File: src/rtl/exc_entry_pkg.sv
package exc_entry_pkg;
    localparam int CW = 6;

    localparam logic [CW-1:0] EC_INT  = 6'd0;
    localparam logic [CW-1:0] EC_LDPG = 6'd1;
    localparam logic [CW-1:0] EC_STPG = 6'd2;
    localparam logic [CW-1:0] EC_IFPG = 6'd3;
    localparam logic [CW-1:0] EC_MODP = 6'd4;
    localparam logic [CW-1:0] EC_NORD = 6'd5;
    localparam logic [CW-1:0] EC_NOEX = 6'd6;
    localparam logic [CW-1:0] EC_PRIV = 6'd7;
    localparam logic [CW-1:0] EC_ADRF = 6'd8;
    localparam logic [CW-1:0] EC_ADRM = 6'd9;
    localparam logic [CW-1:0] EC_DBRK = 6'd10;
    localparam logic [CW-1:0] EC_SYSC = 6'd11;
    localparam logic [CW-1:0] EC_BRKP = 6'd12;
    localparam logic [CW-1:0] EC_ILL  = 6'd13;
    localparam logic [CW-1:0] EC_IPRV = 6'd14;
    localparam logic [CW-1:0] EC_FPX  = 6'd15;
    localparam logic [CW-1:0] EC_BND  = 6'd16;

    localparam logic [CW-1:0] DBG_BKPT_CODE = 6'hC;

    typedef enum logic [1:0] {
        PATH_NORM   = 2'd0,
        PATH_REFILL = 2'd1,
        PATH_DEBUG  = 2'd2
    } path_e;

    typedef enum logic [1:0] {
        ST_IDLE    = 2'd0,
        ST_ENTERED = 2'd1,
        ST_FAULT   = 2'd2
    } state_e;

    typedef struct packed {
        logic          ok;
        path_e         path;
        logic          is_irq;
        logic          set_badv;
        logic          set_badi;
        logic [CW-1:0] cause;
    } decode_t;
endpackage

File: src/rtl/exc_classify.sv
module exc_classify
    import exc_entry_pkg::*;
(
    input  logic [CW-1:0] code,
    input  logic          bus_fail,
    input  logic          bus_fetch,
    input  logic          refill,
    input  logic          cur_dst,
    output decode_t       dec
);
    logic [CW-1:0] eff;

    always_comb begin
        eff = bus_fail ? (bus_fetch ? EC_ADRF : EC_ADRM) : code;

        dec          = '0;
        dec.cause    = eff;
        dec.ok       = 1'b1;
        dec.set_badi = 1'b1;
        dec.path     = refill ? PATH_REFILL : PATH_NORM;

        case (eff)
            EC_INT: begin
                dec.is_irq   = 1'b1;
                dec.set_badi = 1'b0;
                if (cur_dst) dec.path = PATH_DEBUG;
            end
            EC_IFPG: dec.set_badi = 1'b0;
            EC_DBRK: dec.path = PATH_DEBUG;
            EC_SYSC, EC_BRKP, EC_ILL, EC_IPRV, EC_FPX, EC_BND:
                dec.set_badv = 1'b1;
            EC_LDPG, EC_STPG, EC_MODP, EC_NORD, EC_NOEX, EC_PRIV,
            EC_ADRF, EC_ADRM: ;
            default: begin
                dec.ok       = 1'b0;
                dec.set_badi = 1'b0;
            end
        endcase
    end
endmodule

File: src/rtl/exc_target.sv
module exc_target
    import exc_entry_pkg::*;
#(
    parameter int             AW       = 32,
    parameter int             VW       = 4,
    parameter int             EXT_BASE = 64,
    parameter logic [AW-1:0]  DBG_OFS  = 'h480
) (
    input  decode_t       dec,
    input  logic [VW-1:0] vec_idx,
    input  logic [2:0]    vs,
    input  logic [AW-1:0] eentry,
    input  logic [AW-1:0] tlbrentry,
    output logic [AW-1:0] target
);
    localparam int IXW = $clog2(EXT_BASE + (1 << VW)) + 1;

    logic [IXW-1:0] slot;
    logic [AW-1:0]  offset;
    logic [3:0]     shamt;

    always_comb begin
        slot   = dec.is_irq ? IXW'(EXT_BASE) + IXW'(vec_idx) : IXW'(dec.cause);
        shamt  = {1'b0, vs} + 4'd2;
        offset = (vs == 3'd0) ? '0 : (AW'(slot) << shamt);
        case (dec.path)
            PATH_DEBUG:  target = eentry + DBG_OFS;
            PATH_REFILL: target = dec.is_irq ? eentry + offset : tlbrentry;
            default:     target = eentry + offset;
        endcase
    end
endmodule

File: src/rtl/exc_entry_seq.sv
module exc_entry_seq
    import exc_entry_pkg::*;
#(
    parameter int             AW       = 32,
    parameter int             IW       = 32,
    parameter int             VW       = 4,
    parameter int             EXT_BASE = 64,
    parameter logic [AW-1:0]  RESET_PC = 'h1C00_0000,
    parameter logic [AW-1:0]  DBG_OFS  = 'h480
) (
    input  logic          clk,
    input  logic          rst_n,
    input  logic          take,
    input  logic [5:0]    code,
    input  logic          bus_fail,
    input  logic          bus_fetch,
    input  logic          refill,
    input  logic [VW-1:0] vec_idx,
    input  logic [AW-1:0] cur_pc,
    input  logic [IW-1:0] cur_insn,
    input  logic [1:0]    cur_plv,
    input  logic          cur_ie,
    input  logic          cur_dst,
    input  logic [AW-1:0] eentry,
    input  logic [AW-1:0] tlbrentry,
    input  logic [2:0]    vs,
    output logic [AW-1:0] pc_out,
    output logic          done,
    output logic          err,
    output logic [1:0]    mode_plv,
    output logic          mode_ie,
    output logic          mode_da,
    output logic          mode_pg,
    output logic [1:0]    mode_datf,
    output logic [1:0]    mode_datm,
    output logic [1:0]    prev_plv,
    output logic          prev_ie,
    output logic [AW-1:0] ret_addr,
    output logic [5:0]    ecode,
    output logic [AW-1:0] badv,
    output logic [IW-1:0] badi,
    output logic [1:0]    rf_prev_plv,
    output logic          rf_prev_ie,
    output logic [AW-3:0] rf_ret,
    output logic          dbg_flag,
    output logic          dbg_bkpt,
    output logic          dbg_intr,
    output logic [5:0]    dbg_code,
    output logic [AW-1:0] dbg_ret
);
    localparam logic [1:0] MTYPE_RST = 2'b01;

    decode_t       dec;
    logic [AW-1:0] target;
    logic          accept;
    logic          reject;
    state_e        state_q;
    state_e        state_d;

    exc_classify u_cls (
        .code      (code),
        .bus_fail  (bus_fail),
        .bus_fetch (bus_fetch),
        .refill    (refill),
        .cur_dst   (cur_dst),
        .dec       (dec)
    );

    exc_target #(
        .AW       (AW),
        .VW       (VW),
        .EXT_BASE (EXT_BASE),
        .DBG_OFS  (DBG_OFS)
    ) u_tgt (
        .dec       (dec),
        .vec_idx   (vec_idx),
        .vs        (vs),
        .eentry    (eentry),
        .tlbrentry (tlbrentry),
        .target    (target)
    );

    assign accept = take && dec.ok;
    assign reject = take && !dec.ok;

    // controller: next state
    always_comb begin
        state_d = ST_IDLE;
        unique case (state_q)
            ST_IDLE, ST_ENTERED, ST_FAULT: begin
                if (accept)      state_d = ST_ENTERED;
                else if (reject) state_d = ST_FAULT;
                else             state_d = ST_IDLE;
            end
            default: state_d = ST_IDLE;
        endcase
    end

    // controller: state register
    always_ff @(posedge clk) begin
        if (!rst_n) state_q <= ST_IDLE;
        else        state_q <= state_d;
    end

    // controller: outputs
    always_comb begin
        done = 1'b0;
        err  = 1'b0;
        unique case (state_q)
            ST_ENTERED: done = 1'b1;
            ST_FAULT:   err  = 1'b1;
            default:    ;
        endcase
    end

    assign mode_datf = MTYPE_RST;
    assign mode_datm = MTYPE_RST;

    // architectural state update
    always_ff @(posedge clk) begin
        if (!rst_n) begin
            pc_out      <= RESET_PC;
            mode_plv    <= 2'd0;
            mode_ie     <= 1'b0;
            mode_da     <= 1'b1;
            mode_pg     <= 1'b0;
            prev_plv    <= 2'd0;
            prev_ie     <= 1'b0;
            ret_addr    <= '0;
            ecode       <= '0;
            badv        <= '0;
            badi        <= '0;
            rf_prev_plv <= 2'd0;
            rf_prev_ie  <= 1'b0;
            rf_ret      <= '0;
            dbg_flag    <= 1'b0;
            dbg_bkpt    <= 1'b0;
            dbg_intr    <= 1'b0;
            dbg_code    <= '0;
            dbg_ret     <= '0;
        end else if (accept) begin
            pc_out   <= target;
            mode_plv <= 2'd0;
            mode_ie  <= 1'b0;
            case (dec.path)
                PATH_REFILL: begin
                    rf_prev_plv <= cur_plv;
                    rf_prev_ie  <= cur_ie;
                    mode_da     <= 1'b1;
                    mode_pg     <= 1'b0;
                    rf_ret      <= cur_pc[AW-1:2];
                end
                PATH_DEBUG: begin
                    dbg_ret  <= cur_pc;
                    dbg_flag <= 1'b1;
                    if (dec.is_irq) begin
                        dbg_intr <= 1'b1;
                    end else begin
                        dbg_bkpt <= 1'b1;
                        dbg_code <= DBG_BKPT_CODE;
                    end
                end
                default: begin
                    prev_plv <= cur_plv;
                    prev_ie  <= cur_ie;
                    ret_addr <= cur_pc;
                    ecode    <= dec.cause;
                end
            endcase
            if (dec.set_badv) badv <= cur_pc;
            if (dec.set_badi) badi <= cur_insn;
        end
    end
endmodule

File: config.mk
export PLATFORM = sky130hd
export DESIGN_NAME = exc_entry_seq
export DESIGN_NICKNAME = d
export VERILOG_FILES = /design/src/rtl/exc_entry_pkg.sv /design/src/rtl/exc_classify.sv /design/src/rtl/exc_target.sv /design/src/rtl/exc_entry_seq.sv
export SDC_FILE = /design/constraint.sdc
export NUM_CORES = 1
export LEC_CHECK = 0
export BUFFER_PORTS_ARGS = -buffer_cell sky130_fd_sc_hd__buf_2
export CAP_MARGIN = 20
export CORE_AREA = 2 2 146 148
export DETAILED_ROUTE_END_ITERATION = 16
export DIE_AREA = 0 0 148 150
export PLACE_DENSITY_LB_ADDON = 0.1
export SLEW_MARGIN = 20
export SYNTH_ARGS = -nofsm -noshare
export SYNTH_HDL_FRONTEND = slang
export SYNTH_SLANG_ARGS = --single-unit
File: constraint.sdc
create_clock -name clk -period 8.75 [get_ports clk]
set_input_delay 1.75 -clock clk [delete_from_list [all_inputs] [get_ports clk]]
set_output_delay 1.75 -clock clk [all_outputs]
set_load 0.03 [all_outputs]
==> results.md <==
Status:
- The flow ran to the end, and the final reports show no timing, DRC or antenna violations.

Clock network:
- CTS saw between 200 and 250 sinks.
- The number of buffers added to fix hold violations after cts is 0.
- The number of buffers on the longest clock path is 3.
- CTS built an H-tree with a depth of 1.
- The root buffer selected by CTS is clkbuf_16.
- The clock network latency to the later pin of the worst-skew pair is around 0.52 ns.
- The clock tree from TritonCTS is done.
- Buffers added to address setup during post-CTS repair amount to 0.
- Post-CTS repair changed the size of 0 cells.
- The CTS buffer count is 23.
- Clock-pin slew was measured on the worst setup and hold paths at 0.06 ns.

Cells and area:
- In the layout the commonest cells are 359 x buf_2, 259 x nand2_1, 207 x dfxtp_1, 125 x nor2_1, 124 x a21oi_1.
- Of the cells placed in the final design, the portion with a size suffix greater than 1 is 0.267.
- The finished layout holds between 1.5k and 2k standard cells, fillers aside.
- The post-layout net count is roughly 1.8k.
- Compared with the post-synthesis result, the final layout area differs by 25.5%.
- The number of fill cells in the layout is about 1.9k.
- The sequential cell area in the final layout is 0.00414 sq mm.
- Leaving out fill and tap cells, the most frequent cell in the layout is buf_2.
- Summing all multi-input logic gate instances after layout gives 0.00575 sq mm.

Routing:
- The number of nets with antenna violations after detailed routing is 0.
- The routed layout has between 10k and 15k vias.
- Dividing the detail-routed via count by the number of cells gives 5.43.
- The detailed router finished its first iteration with 620 violations.
- The sum of routed wire length over all layers is approximately 33 mm.
- The mean routed wirelength per cell is about 17 um.
- After detailed routing, the number of remaining DRC violations is 0.
- The number of detailed-routing iterations run before antenna repair is 5.

Synth:
- In the post-synthesis netlist, the biggest area contributors are dfxtp_1 40%, nand2_1 9.5%, mux2i_1 6.5%.
- The count of cell types in the netlist is 66.
- After synthesis the cells add up to 0.0104 sq mm.
- The prevailing post-synth register cell is dfxtp_1.
- Of all cell types, the one taking the most synthesized area is dfxtp_1.
- After synthesis, the mean cell area works out to between 8 and 9 sq um.
- Of the post-synthesis cell area, the dominant cell type holds 0.400.
- In the synthesized netlist, the number of instances is 1294.
- The post-synthesis register bit count is 207.
- The number of warnings issued by yosys is 0.
- The sequential element share of the synthesized area is 0.400.
- Counting flops with an async set or reset pin after synthesis yields a share of 0.
- The number of synthesized flops with an enable pin is 0.

Pwr:
- The leakage dissipation is 6.07 nW.
- The sequential fraction of design power is 0.415.
- The total power after layout is ~2.4 mW.
- The switching component of the power is around 0.70 mW.
- The part of the total power dissipated in combinational logic is 0.177.
- Across the VDD grid, the largest voltage drop is 0.139 mV.
- Internal power comes to roughly 1.7 mW.
- The power density normalized to cell area is between 150 and 200 mW/mm^2.
- The share of total power dissipated in the clock network is 0.408.
- The switching share of total power is 0.289.

STA:
- The maximum frequency from static timing analysis is about 170 MHz.
- Counting I/O delays and the setup requirement, the final critical path takes ~6 ns.
- Setup violations remaining at the end of the flow were counted as 0.
- Setup repair after global routing left no endpoint under its margin.
- The final setup TNS is 0 ns.
- The total count of max-transition violations in the final report is 0.
- Clock skew on the completed layout was measured at 0.00000988 ns.
- After layout, the worst setup slack is between 2 and 3 ns.
- In this run the tightest slew margin relative to its limit is 0.305.
- The number of failing hold endpoints at the final stage is 0.
- Dividing the final minimum period by the clock period gives 0.674.
- The transition time at the pin with the least slew margin is between 1 and 1.5 ns.

Floorplan:
- The die footprint is 0.0222 sq mm.
- The number of rows in the core area is between 50 and 60.
- The floorplan die height is roughly 150 um.
- The area of the core is just over 0.02 sq mm.
- The die is approximately 150 um wide.
- Pin placement for this block handled roughly 370 I/O pins.
- For this configuration, the core starts out at a cell density of 0.501.

Worst hold path:
- The worst min-delay path category is flip-flop to flip-flop.
- The sink of the worst hold path is rf_ret[4].
- Counting instances, the worst hold path has a depth of 2.
- In this run the most critical hold path is launched from rf_ret[4].

GRT:
- Entering global routing, the biggest net connects 94 pins.
- The via count of the first global-routing pass is 9703.
- Across every metal layer, demand over resource in global routing totals 0.282.
- Global routing finished with a remaining overflow of 0.
- The number of antenna violations at the first check in global routing is 2.
- The wire length of the first global-routing pass is roughly 50 mm.

Critical path:
- The critical path in this run is classified as input pin to flip-flop.
- The critical path arrival is 6.30 ns.
- The startpoint of the most critical register-to-register path is pc_out[23].
- The worst setup path is captured at a flip-flop.
- The element type at the critical path start is an input pin.
- The end of the worst register-to-register path is pc_out[23].
- The depth of the worst register-to-register path is 3.
- Along the worst path, the maximum fanout reaches 22.
- The worst register-to-register path has a setup slack of 7.68 ns.
- The required arrival time at the worst endpoint is just over 9 ns.

Placement:
- The weighted congestion at the end of routability-driven global placement is 0.947.
- The post-placement setup slack is roughly 2.4 ns.
- Including well taps, the total number of placed cells is approximately 1.9k.
- The count of port buffers added during placement is about 360.
- Detailed placement finished with a half-perimeter wire length of about 24 mm.

Flow run:
- Across the run, the number of max-cap violations was 0.
logic make-up after synthesis:
group           Yosys count  synth area share
other cells               2          0.000725
mux                      74            0.0724
compound gates          332             0.205
flops                   207             0.400
buf+inv                 119            0.0507
fa+ha+maj                27            0.0333
xor+xnor                 44            0.0372
simple gates            489             0.200
power groups by stage:
| stage | clock network, mW | registers (mW) | logic (mW) |
|---|---|---|---|
| floorplan | 0 | 1.09 | 0.211 |
| global placement | 0 | 1.02 | 0.422 |
| detailed placement | 0 | 1.02 | 0.423 |
| CTS | 1.00 | 0.998 | 0.424 |
| global route | 1.04 | 1.00 | 0.463 |
| finish | 0.983 | 0.998 | 0.426 |
Yosys cell counts (4+ instances only):
cell / instances
a221oi_1: 8
dfxtp_1: 207
a21oi_1: 124
or3_1: 7
and3_1: 13
a22o_1: 4
a31oi_1: 17
inv_1: 22
a22oi_1: 20
mux2_2: 7
o211ai_1: 4
clkbuf_1: 63
nor2b_1: 25
buf_2: 15
nand4_1: 6
ha_1: 26
nand2_1: 261
a21boi_0: 42
nand3_1: 15
buf_4: 16
xor2_1: 23
mux2i_1: 67
o21ai_0: 43
nor2_1: 126
nor3_1: 13
a211oi_1: 8
o211a_1: 9
o221ai_1: 6
nand2b_1: 5
xnor2_1: 21
a21o_1: 10
o21bai_1: 6
o21a_1: 7
sequential cells by signal, indices dropped and copies added (netlist names), 2 cells and up:
| name | flops |
|---|---|
| badi | 32 |
| rf_prev_plv | 2 |
| ecode | 6 |
| state_q | 2 |
| pc_out | 32 |
| ret_addr | 32 |
| dbg_ret | 32 |
| rf_ret | 30 |
| prev_plv | 2 |
| badv | 32 |
stage by stage:
stage               cell area (sq um)  hold slack, ns  utilization
floorplan                       10400           0.529            -
global placement                12200           0.439        0.591
detailed placement              12200           0.443        0.591
CTS                             13000           0.451        0.628
global route                    13000           0.473        0.628
finish                          13000           0.449        0.628
area by class of cell:
| cell class | count | share of cell area |
|---|---|---|
| Antenna cell | 2 | 0.000385 |
| Clock buffer | 32 | 0.0507 |
| Clock inverter | 8 | 0.00866 |
| Inverter | 23 | 0.00674 |
| Multi-Input combinational cell | 979 | 0.442 |
| Sequential cell | 207 | 0.319 |
| Tap cell | 275 | 0.0265 |
| Timing Repair Buffer | 373 | 0.146 |
how the worst max path moves through the flow:
stage	startpoint	endpoint	slack, ns	cells past startpoint
6_report	bus_fail	pc_out[27]	2.85	19
5_1_grt	bus_fail	pc_out[27]	2.57	19
3_3_place_gp	bus_fail	pc_out[22]	2.50	21
2_1_floorplan	bus_fail	pc_out[27]	3.20	19
4_1_cts	bus_fail	pc_out[27]	2.93	19
3_5_place_dp	bus_fail	pc_out[27]	2.38	19
critical path, cell delays in order:
cell	delay (ns)
buf_2	0.17
or4_4	0.57
a211oi_4	0.21
buf_4	0.30
a211o_1	0.19
a21oi_1	0.08
mux2_2	0.30
o21ai_0	0.23
a2bb2oi_1	0.22
ha_1	0.30
and3_1	0.21
and3_1	0.19
o21ai_0	0.22
a31oi_1	0.14
o21ai_1	0.35
o211a_1	0.35
or3_1	0.14
nand3_1	0.06
a221o_1	0.31
routing by layer:
metal | track usage | share of wire | vias up
met5 | 0 | 0 | -
li1 | - | - | 5044
met4 | 0.108 | 0.033 | 0
met3 | 0.0500 | 0.082 | 70
met2 | 0.450 | 0.45 | 457
met1 | 0.380 | 0.43 | 4746
Power figures use the tool's default switching activity.
